==> src/rtl/flash_lock_pkg.sv <==
package flash_lock_pkg;
  typedef enum logic [1:0] {
    OP_PROG  = 2'd0,
    OP_ERASE = 2'd1,
    OP_LOCK  = 2'd2,
    OP_READ  = 2'd3
  } fl_op_e;
endpackage

==> src/rtl/flash_lock_gate.sv <==
module flash_lock_gate import flash_lock_pkg::*; #(
  parameter int NUM_BLK = 8,
  localparam int BLK_W = (NUM_BLK > 1) ? $clog2(NUM_BLK) : 1
) (
  input  logic               cmd_valid_i,
  input  fl_op_e             cmd_op_i,
  input  logic [BLK_W-1:0]   cmd_blk_i,
  input  logic               ready_i,
  input  logic               halt_i,
  input  logic               lock_dis_i,
  input  logic [NUM_BLK-1:0] lock_vec_i,
  output logic               start_o,
  output logic               reject_o,
  output logic               rd_req_o,
  output logic               rd_bit_o
);
  localparam logic [BLK_W:0] NUM_L = (BLK_W+1)'(NUM_BLK);

  logic live, is_pe, blocked, sel;

  assign live    = cmd_valid_i && ready_i && !halt_i && ({1'b0, cmd_blk_i} < NUM_L);
  assign sel     = lock_vec_i[cmd_blk_i];
  assign is_pe   = (cmd_op_i == OP_PROG) || (cmd_op_i == OP_ERASE);
  assign blocked = is_pe && !sel && !lock_dis_i;

  assign start_o  = live && ((cmd_op_i == OP_LOCK) || (is_pe && !blocked));
  assign reject_o = live && blocked;
  assign rd_req_o = live && (cmd_op_i == OP_READ);
  assign rd_bit_o = sel;
endmodule

==> src/rtl/flash_lock_timer.sv <==
module flash_lock_timer import flash_lock_pkg::*; #(
  parameter int PROG_CYC  = 4,
  parameter int ERASE_CYC = 12,
  parameter int LOCK_CYC  = 6
) (
  input  logic   clk_i,
  input  logic   rst_ni,
  input  logic   start_i,
  input  fl_op_e op_i,
  input  logic   abort_i,
  output logic   busy_o,
  output logic   done_o
);
  localparam int MAX_PE  = (PROG_CYC > ERASE_CYC) ? PROG_CYC : ERASE_CYC;
  localparam int MAX_CYC = (MAX_PE > LOCK_CYC) ? MAX_PE : LOCK_CYC;
  localparam int CNT_W   = $clog2(MAX_CYC + 1);

  logic [CNT_W-1:0] cnt_q, len;

  always_comb begin
    unique case (op_i)
      OP_PROG:  len = CNT_W'(PROG_CYC - 1);
      OP_ERASE: len = CNT_W'(ERASE_CYC - 1);
      default:  len = CNT_W'(LOCK_CYC - 1);
    endcase
  end

  always_ff @(posedge clk_i or negedge rst_ni) begin
    if (!rst_ni) begin
      busy_o <= 1'b0;
      cnt_q  <= '0;
    end else if (abort_i) begin
      busy_o <= 1'b0;
      cnt_q  <= '0;
    end else if (start_i) begin
      busy_o <= 1'b1;
      cnt_q  <= len;
    end else if (busy_o) begin
      if (cnt_q == '0) busy_o <= 1'b0;
      else             cnt_q  <= cnt_q - 1'b1;
    end
  end

  assign done_o = busy_o && (cnt_q == '0) && !abort_i;
endmodule

==> src/rtl/flash_lock_bits.sv <==
module flash_lock_bits #(
  parameter int NUM_BLK = 8,
  localparam int BLK_W = (NUM_BLK > 1) ? $clog2(NUM_BLK) : 1
) (
  input  logic               clk_i,
  input  logic               rst_ni,
  input  logic               wr_en_i,
  input  logic               wr_val_i,
  input  logic [BLK_W-1:0]   blk_i,
  output logic [NUM_BLK-1:0] lock_o
);
  for (genvar g = 0; g < NUM_BLK; g++) begin : g_blk
    logic bit_q;
    always_ff @(posedge clk_i or negedge rst_ni) begin
      if (!rst_ni)                             bit_q <= 1'b1;
      else if (wr_en_i && blk_i == BLK_W'(g))  bit_q <= wr_val_i;
    end
    assign lock_o[g] = bit_q;
  end
endmodule

==> src/rtl/flash_lock_ctrl.sv <==
module flash_lock_ctrl import flash_lock_pkg::*; #(
  parameter int NUM_BLK   = 8,
  parameter int PROG_CYC  = 4,
  parameter int ERASE_CYC = 12,
  parameter int LOCK_CYC  = 6,
  localparam int BLK_W = (NUM_BLK > 1) ? $clog2(NUM_BLK) : 1
) (
  input  logic             clk_i,
  input  logic             rst_ni,
  input  logic             cmd_valid_i,
  input  logic [1:0]       cmd_op_i,
  input  logic [BLK_W-1:0] cmd_blk_i,
  input  logic             dis_wr_i,
  input  logic             dis_val_i,
  input  logic             seq_err_i,
  input  logic             cpu_off_i,
  input  logic             flash_stop_i,
  input  logic             cmd_rst_i,
  output logic             ready_o,
  output logic             lock_dis_o,
  output logic             err_o,
  output logic             rd_valid_o,
  output logic             rd_lock_o
);
  logic [NUM_BLK-1:0] lock_q;
  logic [BLK_W-1:0]   tgt_blk_q;
  fl_op_e             tgt_op_q, op;
  logic start, reject, rd_req, rd_bit, busy, done, dis_clr;

  assign op      = fl_op_e'(cmd_op_i);
  assign ready_o = !busy;
  // completion and every abort source force lock-disable low
  assign dis_clr = done || seq_err_i || cpu_off_i || flash_stop_i || cmd_rst_i;

  flash_lock_gate #(.NUM_BLK(NUM_BLK)) u_gate (
    .cmd_valid_i (cmd_valid_i),
    .cmd_op_i    (op),
    .cmd_blk_i   (cmd_blk_i),
    .ready_i     (ready_o),
    .halt_i      (cmd_rst_i),
    .lock_dis_i  (lock_dis_o),
    .lock_vec_i  (lock_q),
    .start_o     (start),
    .reject_o    (reject),
    .rd_req_o    (rd_req),
    .rd_bit_o    (rd_bit)
  );

  flash_lock_timer #(
    .PROG_CYC (PROG_CYC),
    .ERASE_CYC(ERASE_CYC),
    .LOCK_CYC (LOCK_CYC)
  ) u_timer (
    .clk_i   (clk_i),
    .rst_ni  (rst_ni),
    .start_i (start),
    .op_i    (op),
    .abort_i (cmd_rst_i),
    .busy_o  (busy),
    .done_o  (done)
  );

  flash_lock_bits #(.NUM_BLK(NUM_BLK)) u_bits (
    .clk_i    (clk_i),
    .rst_ni   (rst_ni),
    .wr_en_i  (done && (tgt_op_q != OP_PROG)),
    .wr_val_i (tgt_op_q == OP_ERASE),
    .blk_i    (tgt_blk_q),
    .lock_o   (lock_q)
  );

  always_ff @(posedge clk_i or negedge rst_ni) begin
    if (!rst_ni) begin
      tgt_blk_q  <= '0;
      tgt_op_q   <= OP_PROG;
      lock_dis_o <= 1'b0;
      err_o      <= 1'b0;
      rd_valid_o <= 1'b0;
      rd_lock_o  <= 1'b0;
    end else begin
      if (start) begin
        tgt_blk_q <= cmd_blk_i;
        tgt_op_q  <= op;
      end
      if (dis_clr)       lock_dis_o <= 1'b0;
      else if (dis_wr_i) lock_dis_o <= dis_val_i;
      if (reject) err_o <= 1'b1;
      rd_valid_o <= rd_req;
      if (rd_req) rd_lock_o <= rd_bit;
    end
  end
endmodule

==> config.mk <==
export PLATFORM = sky130hd
export DESIGN_NAME = flash_lock_ctrl
export DESIGN_NICKNAME = d
export VERILOG_FILES = /design/src/rtl/flash_lock_pkg.sv /design/src/rtl/flash_lock_gate.sv /design/src/rtl/flash_lock_timer.sv /design/src/rtl/flash_lock_bits.sv /design/src/rtl/flash_lock_ctrl.sv
export SDC_FILE = /design/constraint.sdc
export NUM_CORES = 1
export LEC_CHECK = 0
export BUFFER_PORTS_ARGS = -buffer_cell sky130_fd_sc_hd__buf_2
export CORE_MARGIN = 5
export CORE_UTILIZATION = 45
export DETAILED_ROUTE_END_ITERATION = 10
export PLACE_DENSITY = 0.62
export SETUP_SLACK_MARGIN = 0.4
export SLEW_MARGIN = 15
export SYNTH_ARGS = -nofsm -noshare
export SYNTH_HDL_FRONTEND = slang
export SYNTH_SLANG_ARGS = --single-unit
export TNS_END_PERCENT = 10
==> constraint.sdc <==
create_clock -name clk_i -period 2.51 [get_ports clk_i]
set_input_delay 0.502 -clock clk_i [delete_from_list [all_inputs] [get_ports clk_i]]
set_output_delay 0.502 -clock clk_i [all_outputs]
set_load 0.02 [all_outputs]
# == Yosys cells after proc, flatten, opt, wreduce, memory -nomap -nowiden ==
# Index checks and enable logic that the tools add are counted.
# word_totals
register_bits,22
word_cells,80
output_inout_bits,5
in_bits,14
# op_classes
eq_ne,12
n_lt_le_gt_ge,1
addsub,1
reduce_logical,37
muxes,13
# op_table
op,count
logical AND 1 bit,19
two-way mux 4 bit,4
== test 3 bit (second input constant),4
case mux 4 bit (2 select lines),1
two-way mux 1 bit,7
== test 3 x 2 -> 1 bit (second input constant),2
logical OR 1 bit,6
logical NOT 1 bit,5
== test 2 x 1 -> 1 bit (second input constant),2
== test 2 bit (second input constant),2
logical NOT 4 bit,1
< comparator 3 x 4 -> 1 bit (second input constant),1
nonzero test 2 bit,2
subtractor 4 x 1 -> 4 bit (second input constant),1
binary-select mux 1 bit (select 3 bit),1
== test 3 x 1 -> 1 bit (second input constant),1
logical NOT 3 bit,1
!= test 3 bit (second input constant),1
nonzero test 3 bit,1
logical NOT 2 bit,1
AND reduction 2 bit,1

# == Longest topological paths before layout ==
# logic_depth
word_depth,11
depth_mapped,7

# == Cells and area by module ==
# A second synthesis with hierarchy kept.
# hier_totals
cells_unflattened,98
area_unflattened_um2,1253.7
# by_module_without_submodules
module,cells_each,seq_area_each_um2,area_per_inst_um2,instances
flash_lock_bits,32,210.2,456.7,1
flash_lock_ctrl,22,225.2,347.8,1
flash_lock_timer,33,125.1,340.3,1
flash_lock_gate,11,0.0,108.9,1

# == Worst setup path after synthesis ==
# No wires, ideal clock.
# synth_path
kind,input to register
from,input port cmd_blk_i[0]
to,register tgt_blk_q[0]
cell_stages,5
slack_ns,0.637
setup_ns,0.128
t_required_ns,2.382
t_arrival_ns,1.745
path_cell_list,mux2_1 > nor3b_2 > o41ai_4 > o21ai_2 > mux2_1
# synth_via
elab_chain_len,9
# synth_lines
element,line,text
"start, declared",flash_lock_ctrl.sv:12,"input logic [BLK_W-1:0] cmd_blk_i,"
binary-select mux 1 bit (select 3 bit),flash_lock_gate.sv:22,assign sel = lock_vec_i[cmd_blk_i];
two-way mux 1 bit (implied by the code),flash_lock_gate.sv:22,
logical NOT 1 bit,flash_lock_gate.sv:24,assign blocked = is_pe && !sel && !lock_dis_i;
logical AND 1 bit (2 in series),flash_lock_gate.sv:24,
logical NOT 1 bit,flash_lock_gate.sv:26,assign start_o = live && ((cmd_op_i == OP_LOCK) || (is_pe && !blocked));
logical AND 1 bit,flash_lock_gate.sv:26,
logical OR 1 bit,flash_lock_gate.sv:26,
logical AND 1 bit,flash_lock_gate.sv:26,
"end signal, assigned",flash_lock_ctrl.sv:82,tgt_blk_q <= cmd_blk_i;
"end, declared",flash_lock_ctrl.sv:26,logic [BLK_W-1:0] tgt_blk_q;
# Parallel ways exist; a longest one is shown, timed or not. The select of a mux whose other input is x is not followed.
# A chain may end at the register's enable or synchronous reset.

# == Worst setup path after layout ==
# layout_path
from,register u_timer.cnt_q[0]
to,register u_bits.g_blk[3].bit_q
# layout_via
elab_chain_len,5
# layout_lines
element,line,text
"start, declared",flash_lock_timer.sv:18,"logic [CNT_W-1:0] cnt_q, len;"
"start signal, assigned",flash_lock_timer.sv:37,cnt_q <= len;
"start signal, assigned",flash_lock_timer.sv:40,else cnt_q <= cnt_q - 1'b1;
logical NOT 4 bit,flash_lock_timer.sv:44,assign done_o = busy_o && (cnt_q == '0) && !abort_i;
logical AND 1 bit (2 in series),flash_lock_timer.sv:44,
logical AND 1 bit,flash_lock_ctrl.sv:66,".wr_en_i (done && (tgt_op_q != OP_PROG)),"
logical AND 1 bit,flash_lock_bits.sv:16,else if (wr_en_i && blk_i == BLK_W'(g)) bit_q <= wr_val_i;
"end signal, assigned",flash_lock_bits.sv:16,
"end, declared",flash_lock_bits.sv:13,logic bit_q;
# No other way between the ends.

==> results.py <==
metrics = {
    "floorplanning": {
        "initial_utilization_pct": 46.7,
        "io-pin-count": 19,
        "fp.dieArea_mm2": 0.00369,
        "die_w_um": 60.7,
        "die_y_um": 60.7,
        "rows": 18,
        "floorplan.core_area_mm2": 0.00248,
    },
    "drt": {
        "initialDrtViolationCount": 16,
        "routed-via-count": 843,
        "post-route-drc-count": 0,
        "postRouteWirelength_mm": 2.35,
        "final_antenna_net_count": 0,
        "dr.pass1.iters": 4,
        "mean_number_of_vias_per_cell": 5.47,
        "top_layer": "met4",
        "met3_length_um": 90,
        "wire_per_inst_um": 15.2,
        "drt-met1-wl_mm": 1.04,
        "routed-wl-met2_mm": 1.19,
    },
    "clock_tree": {
        "post_cts_resize_count": 0,
        "post_cts_hold_buffer_count": 0,
        "ctsRootBufferMaster": "sky130_fd_sc_hd__clkbuf_4",
        "path_clk_slew_ps": 130,
        "htree_num_levels": 1,
        "postCtsSetupBuffers": 0,
        "tritoncts": "built",
        "largest_buffer_count_on_any_clock_path": 2,
        "num_cts_buffers": 3,
        "cts_num_sinks": 22,
        "clock_latency_ps": 310,
    },
    "yosys": {
        "synth_largest_area_cell": "sky130_fd_sc_hd__dfrtp_1",
        "synth_compound_area_share_pct": 11.4,
        "basic_gate_share_of_the_synthesized_area_counting_and_or_nand_and_nor_cells_pct": 19.8,
        "synth_edf_count": 0,
        "ys.flop_type": "sky130_fd_sc_hd__dfrtp_1",
        "synthMuxAreaShare_pct": 16.3,
        "synth-xor-area-share_pct": 0.757,
        "mean_instance_size_in_the_synthesized_netlist_um2": 11.1,
        "netlist.area_leader.share_pct": 30.3,
        "ys_ff_latch": 22,
        "synth_common_cells": "sky130_fd_sc_hd__dfrtp_1 (14), sky130_fd_sc_hd__nand2_1 (12), sky130_fd_sc_hd__mux2_2 (9), sky130_fd_sc_hd__dfstp_2 (8), sky130_fd_sc_hd__nor2_1 (7)",
        "mappedNetlistArea_mm2": 0.00116,
        "synth_top_family_by_area": "simple AND/OR/NAND/NOR gates",
        "netlist_top_cells_area": "sky130_fd_sc_hd__dfrtp_1 (30%), sky130_fd_sc_hd__dfstp_2 (18%), sky130_fd_sc_hd__mux2_2 (8.8%), sky130_fd_sc_hd__mux2_1 (5.8%), sky130_fd_sc_hd__nand2_1 (3.9%)",
        "synth_nets": 119,
        "synth-async-reset-ratio_pct": 100,
        "ys_types": 34,
        "yosys_warnings": 0,
        "synth_adder_area_share_pct": 1.08,
        "synth_most_common_cell": "sky130_fd_sc_hd__dfrtp_1",
        "syn_inst": 104,
        "synth-seq-area-share_pct": 48.4,
    },
    "critical_path": {
        "critical_path.n_buffers_inverters": 1,
        "cp_top_family": "simple AND/OR/NAND/NOR gates",
        "critical_path.cell_chain": "inv_1, ha_1, nand2_1, nor4b_1, nor2b_2, nand3_1, mux2_2",
        "endpoint_kind": "register",
        "path_max_fanout": 4,
        "worst_path_max_delay_cell": "sky130_fd_sc_hd__dfrtp_1",
        "critical_path_class": "reg2reg",
        "crit_arrival_ps": 2210,
        "cp_slowest_stage_delay_ps": 430,
        "reg2reg_setup_slack_ps": 560,
        "critPathRequiredTime_ps": 2770,
        "setup.worst_path.start_class": "register",
    },
    "run_status": {
        "status": "finished clean",
    },
    "global_route": {
        "grt-ovfl-total": 0,
        "grt_first_pass_wirelength_mm": 4.19,
        "total_routing_usage_gr_pct": 15.6,
        "grt_max_degree": 23,
        "grt_antenna_before_repair": 0,
        "grt_pass1_vias": 895,
    },
    "timing": {
        "timing.setup.tns_ps": 0,
        "clock-skew-final_ps": 17.9,
        "setup-violations-final": 0,
        "finalWorstPathRequiredPeriod_ps": 1950,
        "layout_worst_path_cycle_share_pct": 77.5,
        "tightest_slew_ps": 526,
        "hold_viol": 0,
        "timing.fmax_mhz": 514,
        "maxSlewViolCount": 0,
        "timing.max_slew.rel_slack_pct": 64.9,
        "grt_setup_unrepaired": "false",
    },
    "power": {
        "design_power_total_w": 0.000925,
        "p_int_w": 0.000670,
        "switching_share_pct": 27.6,
        "share_comb_of_total_power_pct": 20.2,
        "total_switching_power_w": 0.000255,
        "power-per-cell-area_mw_per_mm2": 694,
        "leakage_nw": 0.580,
        "power_frac_clock_pct": 29.2,
        "irDropWorstVdd_mv": 0.356,
        "fraction_of_power_consumed_by_sequential_logic_pct": 50.5,
    },
    "final_layout": {
        "diodes": 0,
        "syn2layout_area_growth_pct": 15.1,
        "fin_cells": 154,
        "n_fill_cell": 251,
        "drive_gt1_share_pct": 37.9,
        "finish.net_count": 140,
    },
    "place": {
        "dpl.hpwl_mm": 1.86,
        "dp_cells": 150,
        "port_buffers": 18,
        "gp_congestion": 0.817,
    },
    "job": {
        "drv.max_cap_violation_count": 0,
    },
    "min_path": {
        "class_of_the_most_critical_hold_timing_path": "in2async",
    },
}
==> power groups by stage <==
stage / clock network [W] / logic [W] / registers (W)
2_1_floorplan: 0 / 0.000132 / 0.000464
3_3_place_gp: 0 / 0.000186 / 0.000470
3_5_place_dp: 0 / 0.000191 / 0.000473
4_1_cts: 0.000277 / 0.000191 / 0.000467
5_1_grt: 0.000296 / 0.000213 / 0.000477
6_report: 0.000270 / 0.000187 / 0.000467
==> cell type report <==
| cell class | instances | area [µm²] | share of cell area [%] |
|---|---|---|---|
| multi-input cells | 75 | 573 | 43.0 |
| flip-flops and latches | 22 | 561 | 42.1 |
| repair buffers | 18 | 90.1 | 6.76 |
| well taps | 30 | 37.5 | 2.82 |
| clock inverters | 1 | 30.0 | 2.25 |
| clock buffers | 3 | 22.5 | 1.69 |
| inverters | 5 | 18.8 | 1.41 |
==> metal layers <==
| layer | vias to the layer above | GRT usage [%] |
|---|---|---|
| met1 | 407 | 19.2 |
| met5 | - | 0 |
| met2 | 18 | 26.6 |
| met3 | 4 | 3.19 |
| met4 | 0 | 6.19 |
| li1 | 414 | - |
==> registers in the layout, indices dropped and copies added, names as in the netlist <==
signal and flops:
rd_valid_o 1, tgt_op_q 2, rd_lock_o 1, u_bits.g_blk.bit_q 8
lock_dis_o 1, tgt_blk_q 3, u_timer.cnt_q 4, err_o 1
u_timer.busy_o 1
==> layout by cell type (no fill, tap or decap) <==
| master | n |
|---|---|
| sky130_fd_sc_hd__buf_2 | 18 |
| sky130_fd_sc_hd__dfrtp_1 | 14 |
| sky130_fd_sc_hd__nand2_1 | 12 |
| sky130_fd_sc_hd__mux2_2 | 9 |
| sky130_fd_sc_hd__dfstp_2 | 8 |
| sky130_fd_sc_hd__nor2_1 | 7 |
| sky130_fd_sc_hd__mux2_1 | 6 |
| sky130_fd_sc_hd__inv_1 | 5 |
| sky130_fd_sc_hd__nor2b_1 | 4 |
| sky130_fd_sc_hd__a21oi_1 | 4 |
| sky130_fd_sc_hd__nor3_1 | 3 |
| sky130_fd_sc_hd__nor4_1 | 3 |
| sky130_fd_sc_hd__clkbuf_4 | 3 |
| sky130_fd_sc_hd__nor3b_2 | 2 |
| sky130_fd_sc_hd__mux2i_1 | 2 |
| sky130_fd_sc_hd__nand3_1 | 2 |
| sky130_fd_sc_hd__o21ai_0 | 2 |
| sky130_fd_sc_hd__a22o_1 | 2 |
| sky130_fd_sc_hd__and3_4 | 1 |
| sky130_fd_sc_hd__a2111oi_2 | 1 |
| sky130_fd_sc_hd__o41ai_4 | 1 |
| sky130_fd_sc_hd__o21ai_2 | 1 |
| sky130_fd_sc_hd__nand2b_1 | 1 |
| sky130_fd_sc_hd__nor4b_1 | 1 |
| sky130_fd_sc_hd__nor2b_2 | 1 |
| sky130_fd_sc_hd__o21a_1 | 1 |
| sky130_fd_sc_hd__or4b_2 | 1 |
| sky130_fd_sc_hd__a211o_1 | 1 |
| sky130_fd_sc_hd__and2_1 | 1 |
| sky130_fd_sc_hd__a221oi_1 | 1 |
| sky130_fd_sc_hd__xnor2_1 | 1 |
| sky130_fd_sc_hd__nor3b_1 | 1 |
| sky130_fd_sc_hd__or4_1 | 1 |
| sky130_fd_sc_hd__o31ai_1 | 1 |
| sky130_fd_sc_hd__ha_1 | 1 |
| sky130_fd_sc_hd__bufinv_16 | 1 |
==> metrics by stage <==
stage                     worst slack [ps]  hold slack (ps)  cell area, µm²  utilization (%)
after floorplan                        637              206            1160                -
after global placement                 386              474            1280             51.6
after detailed placement               336              469            1280             51.6
after CTS                              531              139            1330             53.7
after global routing                   472              144            1330             53.8
final                                  564              124            1330             53.8
==> final timing paths <==
path                                              startpoint                                end  cells after the start
min in group clk_i                              flash_stop_i             lock_dis_o$_DFFE_PN0P_                      3
worst min register to register             err_o$_DFFE_PN0P_                  err_o$_DFFE_PN0P_                      2
worst max register to register  u_timer.cnt_q[0]$_DFFE_PN0P_  u_bits.g_blk[3].bit_q$_DFFE_PN1P_                      7
worst min-delay path                                  rst_ni           tgt_blk_q[2]$_DFFE_PN0P_                      1
max in group asynchronous                             rst_ni  u_bits.g_blk[4].bit_q$_DFFE_PN1P_                      1
worst max-delay path            u_timer.cnt_q[0]$_DFFE_PN0P_  u_bits.g_blk[3].bit_q$_DFFE_PN1P_                      7
==> cells by family after synthesis <==
family,Yosys count
AND/OR/NAND/NOR,41
flip-flops,22
multiplexers,17
AO/OA/AOI/OAI,15
buffers and inverters,7
XOR/XNOR,1
adder cells (fa/ha/maj),1
Note: power is estimated with default switching activity, not from simulation.
